File: src/rtl/holdover_ctrl.sv
module holdover_ctrl #(
  parameter int N_INPUTS = 4,
  localparam int IDX_W = (N_INPUTS > 1) ? $clog2(N_INPUTS) : 1
) (
  input  logic                clk,
  input  logic                rst_n,
  input  logic [N_INPUTS-1:0] clk_valid,
  input  logic [IDX_W-1:0]    sel_idx,
  input  logic                loop_locked,
  input  logic                cfg_direct_exit,
  input  logic                cfg_alt_bw,
  output logic [1:0]          mode,
  output logic                lock_ok,
  output logic                holdover_active,
  output logic                freeze_stb,
  output logic                ramp_start_stb,
  output logic                exit_bw_alt,
  output logic                switch_req,
  output logic [IDX_W-1:0]    switch_idx
);
  localparam logic [1:0] ACQ = 2'b00, LCK = 2'b01, HLD = 2'b10, RAQ = 2'b11;

  logic [1:0] st, nxt;
  logic       sel_ok, any_ok, alt_q;

  always_comb begin
    sel_ok = 1'b0;
    for (int i = 0; i < N_INPUTS; i++)
      if (sel_idx == IDX_W'(i)) sel_ok = clk_valid[i];
  end

  assign any_ok = |clk_valid;

  always_comb begin
    switch_idx = '0;
    for (int i = N_INPUTS - 1; i >= 0; i--)
      if (clk_valid[i]) switch_idx = IDX_W'(i);
    if (sel_ok || !any_ok) switch_idx = '0;
  end

  assign switch_req = !sel_ok && any_ok;

  always_comb begin
    nxt = st;
    unique case (st)
      ACQ: if (sel_ok && loop_locked) nxt = LCK;
      LCK: if (!any_ok) nxt = HLD;
           else if (!sel_ok || !loop_locked) nxt = ACQ;
      HLD: if (any_ok) nxt = RAQ;
      RAQ: if (!any_ok) nxt = HLD;
           else if (sel_ok && loop_locked) nxt = LCK;
    endcase
  end

  always_ff @(posedge clk or negedge rst_n)
    if (!rst_n) begin
      st             <= ACQ;
      freeze_stb     <= 1'b0;
      ramp_start_stb <= 1'b0;
      alt_q          <= 1'b0;
    end else begin
      st             <= nxt;
      freeze_stb     <= (st == LCK) && (nxt == HLD);
      ramp_start_stb <= (st == HLD) && (nxt == RAQ) && !cfg_direct_exit;
      if (nxt != RAQ)      alt_q <= 1'b0;
      else if (st == HLD)  alt_q <= cfg_direct_exit && cfg_alt_bw;
    end

  assign mode            = st;
  assign lock_ok         = (st == LCK);
  assign holdover_active = (st == HLD);
  assign exit_bw_alt     = alt_q;

  p_lock_needs_loop_r2: assert property (@(posedge clk) disable iff (!rst_n)
    $rose(lock_ok) |-> $past(loop_locked));
  p_hold_entry_none_valid_r4: assert property (@(posedge clk) disable iff (!rst_n)
    $rose(holdover_active) |-> $past(clk_valid) == '0);
  p_freeze_single_r4: assert property (@(posedge clk) disable iff (!rst_n)
    freeze_stb |=> !freeze_stb);
  p_freeze_on_hold_r4: assert property (@(posedge clk) disable iff (!rst_n)
    freeze_stb |-> holdover_active);
  p_switch_target_valid_r5: assert property (@(posedge clk) disable iff (!rst_n)
    switch_req |-> clk_valid[switch_idx]);
  p_ramp_after_hold_r6: assert property (@(posedge clk) disable iff (!rst_n)
    ramp_start_stb |-> $past(holdover_active) && mode == RAQ);
  p_ramp_xor_alt_r7: assert property (@(posedge clk) disable iff (!rst_n)
    !(ramp_start_stb && exit_bw_alt));
  p_no_hold_from_acq_r10: assert property (@(posedge clk) disable iff (!rst_n)
    $rose(holdover_active) |-> $past(mode) != ACQ);
endmodule

File: config.mk
export PLATFORM = sky130hd
export DESIGN_NAME = holdover_ctrl
export DESIGN_NICKNAME = d
export VERILOG_FILES = /design/src/rtl/holdover_ctrl.sv
export SDC_FILE = /design/constraint.sdc
export NUM_CORES = 1
export LEC_CHECK = 0
export ABC_AREA = 1
export BUFFER_PORTS_ARGS = -buffer_cell sky130_fd_sc_hd__buf_4
export CAP_MARGIN = 5
export CELL_PAD_IN_SITES_DETAIL_PLACEMENT = 1
export CELL_PAD_IN_SITES_GLOBAL_PLACEMENT = 1
export CORE_MARGIN = 10
export CORE_UTILIZATION = 26
export DETAILED_ROUTE_END_ITERATION = 10
export PLACE_DENSITY = 0.71
export SYNTH_ARGS = -nofsm -noshare
export SYNTH_HDL_FRONTEND = slang
export SYNTH_SLANG_ARGS = --single-unit
File: constraint.sdc
create_clock -name clk -period 1.2 [get_ports clk]
set_input_delay 0.12 -clock clk [delete_from_list [all_inputs] [get_ports clk]]
set_output_delay 0.12 -clock clk [all_outputs]
set_load 0.01 [all_outputs]
Word-level counts from Yosys, hierarchy flattened --
Cells that the tools add are included.
Storage, ports and cells: register bits 5, input port bits 11, output and inout port bits 10
Cells by class: equal/unequal tests 9, mux-type cells 17, reduce and logical (&&, ||, !) cells 16
Operator list (count):
- two-way mux 2 bit | 10
- equality test 2 bit, second input constant | 6
- one-hot mux 2 bit (4 select lines) | 1
- logical AND 1 bit | 6
- two-way mux 1 bit | 6
- equality test 2 x 1 -> 1 bit, second input constant | 2
- logical NOT 1 bit | 4
- logical NOT 2 bit | 2
- OR reduction 4 bit | 1
- logical OR 1 bit | 2
- != test 2 bit, second input constant | 1
- nonzero test 2 bit | 1

Depth between registers and ports, before layout --
depth after elaboration 13, depth in mapped cells 6, depth with buffers taken out 6

Worst setup path after synthesis --
OpenSTA, ideal clock, no wires.
kind flip-flop to flip-flop, start point reg st[1], in the netlist mode[1], end point reg alt_q, in the netlist exit_bw_alt, setup time 124 ps, arrival 870 ps, setup slack 206 ps, stages on the path, launching flop included 6, buffers on the path 0, clock period less this slack 994 ps, cells stage by stage dfrtp_1 -> inv_2 -> nor2_4 -> nand2_2 -> nor2_1 -> o21bai_2
On the way: elaborated cells between the ends (all ways) 13
RTL lines:
- start: declaration | line 23 | logic [1:0] st, nxt;
- start signal: assignment | line 62 | st <= nxt;
- equality test 2 bit *
- net holdover_active | line 14 | output logic holdover_active,
- one-hot mux 2 bit (4 select lines) | line 45 | unique case (st)
- != test 2 bit | line 65 | if (nxt != RAQ) alt_q <= 1'b0;
- two-way mux 1 bit or nonzero test 2 bit (tied branches)
- end signal: assignment | line 66 | else if (st == HLD) alt_q <= cfg_direct_exit && cfg_alt_bw;
- end: declaration | line 24 | logic sel_ok, any_ok, alt_q;
The timed path passes the listed nets; every way through them passes the cells marked *. A chain may end at the register's enable or synchronous reset.

Final worst setup path --
start point reg st[0], in the netlist mode[0], end point out lock_ok
On the way: longest elaborated chain between the ends 1
Ends and longest elaborated chain:
- equality test 2 x 1 -> 1 bit | line 70 | assign lock_ok = (st == LCK);
- end: declaration | line 13 | output logic lock_ok,
Every way passes these cells.

==> flow_summary.yaml <==
synthesis:
  postSynthCellCount: 41
  synth_top_area_frac: 0.362
  syn_nets: 52
  syn_area_per_cell_um2: 8.42
  ys_async_sr_fraction: 1.00
  synthTopCellsByCount: "7 x nand2_1, 5 x dfrtp_1, 4 x inv_1, 4 x nor2_1"
  yosysMostFrequentCell: "nand2_1"
  synth_seq_area_share: 0.362
  synth_top_flop_cell: "dfrtp_1"
  yosysWarnings: 0
  ys_top_cells_by_area: "dfrtp_1 36%, nand3_2 8.7%, nand2_1 7.6%"
  synth_edf_count: 0
  synth-seq-cells: 5
  yosysUniqueCellTypes: 17
  synth_top_area_cell: "dfrtp_1"
  syn_area_um2: 345
finish:
  final-instance-count-excl-fill: 81
  fin_nets: 78
  drive_gt1_frac: 0.621
  area_growth_pct: 59.8
  n_antenna_cell: 0
global_route:
  busiest_layer: "met2"
  grt_use_met1: 0.0734
  grt_antenna_before_repair: 0
  grt_pass1_vias: 358
  met2_usage: 0.0972
  grt_max_degree: 7
  grt_use_met3: 0.0270
  grt_usage: 0.0636
  grt_pass1_wl_um: 1660
  grt-ovfl-total: 0
placement:
  place_ws_ps: 197
  placedCellCount: 76
  numPortBuffers: 20
  gp_congestion: 0.706
  hpwl_um: 832
routing:
  wl_per_cell_um: 11.7
  drt-initial-drc-count: 3
  vias: 341
  routed_wl_um: 946
  first_pass_iters: 2
  ant_nets: 0
  avgViaCountPerCell: 4.21
  drc_errors: 0
clock_tree:
  numCtsBuffers: 3
  cts_buffer_depth: 2
  cts_tree: "yes"
  clk_pin_slew_ps: 40
  cts_htree_levels: 1
  post_cts_buffers: 0
  cts-root-buf: "clkbuf_4"
  clock-sinks: 5
  insertion_delay_ps: 240
sta:
  fin_crit_ps: 1100
  fmax_ghz: 0.910
  timing.slew.headroom: 0.863
  hold_violations: 0
  fin_crit_sh: 0.916
  setup_viol: 0
  worst_slew_pin_slew_ps: 204
  fin_tns_setup_ps: 0
  rsz0062_at_grt: "no"
  slew_viol_final: 0
  finClkSkew_ps: 4.61
  layout_setup_ws_ps: 101
critical_path:
  cp-end-kind: "primary output"
  cp_num_buf_inv: 2
  start_kind: "register"
  slowest_stage: "dfrtp_1"
  cp.required_ps: 1080
  crit_fanout: 4
  path_delay_family: "flip-flops"
  arrival_ps: 980
  setup.worst_path.class: "register to primary output"
  worstPathCellList: "inv_2, nor2_1, buf_4"
  slowest_delay_ps: 440
run_status:
  outcome: "finished, final reports clean"
die:
  io_pins: 21
  rows: 13
  die_height_um: 56.4
  start_util: 0.272
  coreArea_um2: 1270
  die_w_um: 56.4
  dieArea_um2: 3190
power_and_ir_drop:
  vdd_drop_max_mv: 0.678
  p_total_w: 0.000872
  leakagePower_nw: 0.295
  powerDensity_nw_per_um2: 1580
worst_hold_path:
  hold_class: "input pin to register"
job:
  max-cap-violations: 0
==> state kept, by name, indices dropped and copies added (netlist names) <==
name	flops
ramp_start_stb	1
freeze_stb	1
exit_bw_alt	1
mode	2
==> final cells by class <==
class | count | area, µm²
timing repair buffer | 21 | 160
tap | 15 | 18.8
clock buffer | 4 | 26.3
fill | 164 | 717
sequential | 5 | 126
multi-input combinational | 29 | 194
inverter | 7 | 26.3
==> worst register-to-register path: stages, from the launching register on <==
cell,delay (ps)
dfrtp_2,440
inv_2,110
nor2_4,50
nand2_2,70
nor2_1,40
o21bai_2,170
==> cells by family (layout without fill, tap and decap cells) <==
kind of cell,count (synthesis),after routing,share of synthesized area
compound gates,4,4,0.0870
buf+inv,7,32,0.0761
flops,5,5,0.362
simple gates,25,25,0.475
==> where the power goes <==
part / internal (W) / switching [W]
combinational: 0.000193 / 0.000208
clock: 0.000126 / 0.0000667
sequential: 0.000218 / 0.0000597
==> cell usage in the layout (no fill, tap or decap) <==
master	synthesis	routed
a21oi_1	2	2
buf_4	0	20
o21bai_2	1	1
clkbuf_4	0	3
nand4_1	1	1
dlygate4sd3_1	0	1
a21oi_2	1	1
nor2_4	2	2
nand3_2	3	3
dfrtp_1	5	4
inv_2	3	3
nor3_1	1	1
nand2_1	7	7
inv_1	4	4
nor2_1	4	4
dfrtp_2	0	1
nor4_2	1	1
nor2_2	1	1
clkbuf_1	0	1
nor3_2	1	1
nand2_2	3	3
nand2_4	1	1
==> path summary, 6_finish.rpt <==
| kind | start | to | slack [ps] | cells after the start |
|---|---|---|---|---|
| max | mode[0] | lock_ok | 100 | 3 |
| min | cfg_direct_exit | ramp_start_stb | 40 | 2 |
| max reg2reg | mode[1] | exit_bw_alt | 210 | 5 |
| min reg2reg | mode[1] | freeze_stb | 510 | 1 |
| max in group asynchronous | rst_n | mode[1] | 850 | 2 |
| min in group asynchronous | rst_n | freeze_stb | 220 | 2 |
==> repair_timing <==
action / in CTS / in global routing
endpoints found under the hold margin: 5 / 0
endpoints found under the setup margin: 0 / 1
resized for setup: 0 / 1
hold buffers: 1 / 0
==> layer usage <==
layer | part of all wire | up-vias | wire length, µm
met3 | 0.042 | 0 | 40
met2 | 0.55 | 5 | 519
met1 | 0.41 | 155 | 385
li1 | - | 181 | -
met5 | 0 | - | 0
met4 | 0 | 0 | 0
==> per-stage QoR <==
| step | hold slack [ps] | utilization | area, µm² |
|---|---|---|---|
| after floorplan | -176 | - | 345 |
| after global placement | -76.0 | 0.405 | 514 |
| after detailed placement | -75.3 | 0.405 | 514 |
| after CTS | 37.0 | 0.434 | 551 |
| after global routing | 32.0 | 0.435 | 552 |
| final | 43.9 | 0.435 | 552 |
No activity file was read; power rests on OpenSTA's default activity.
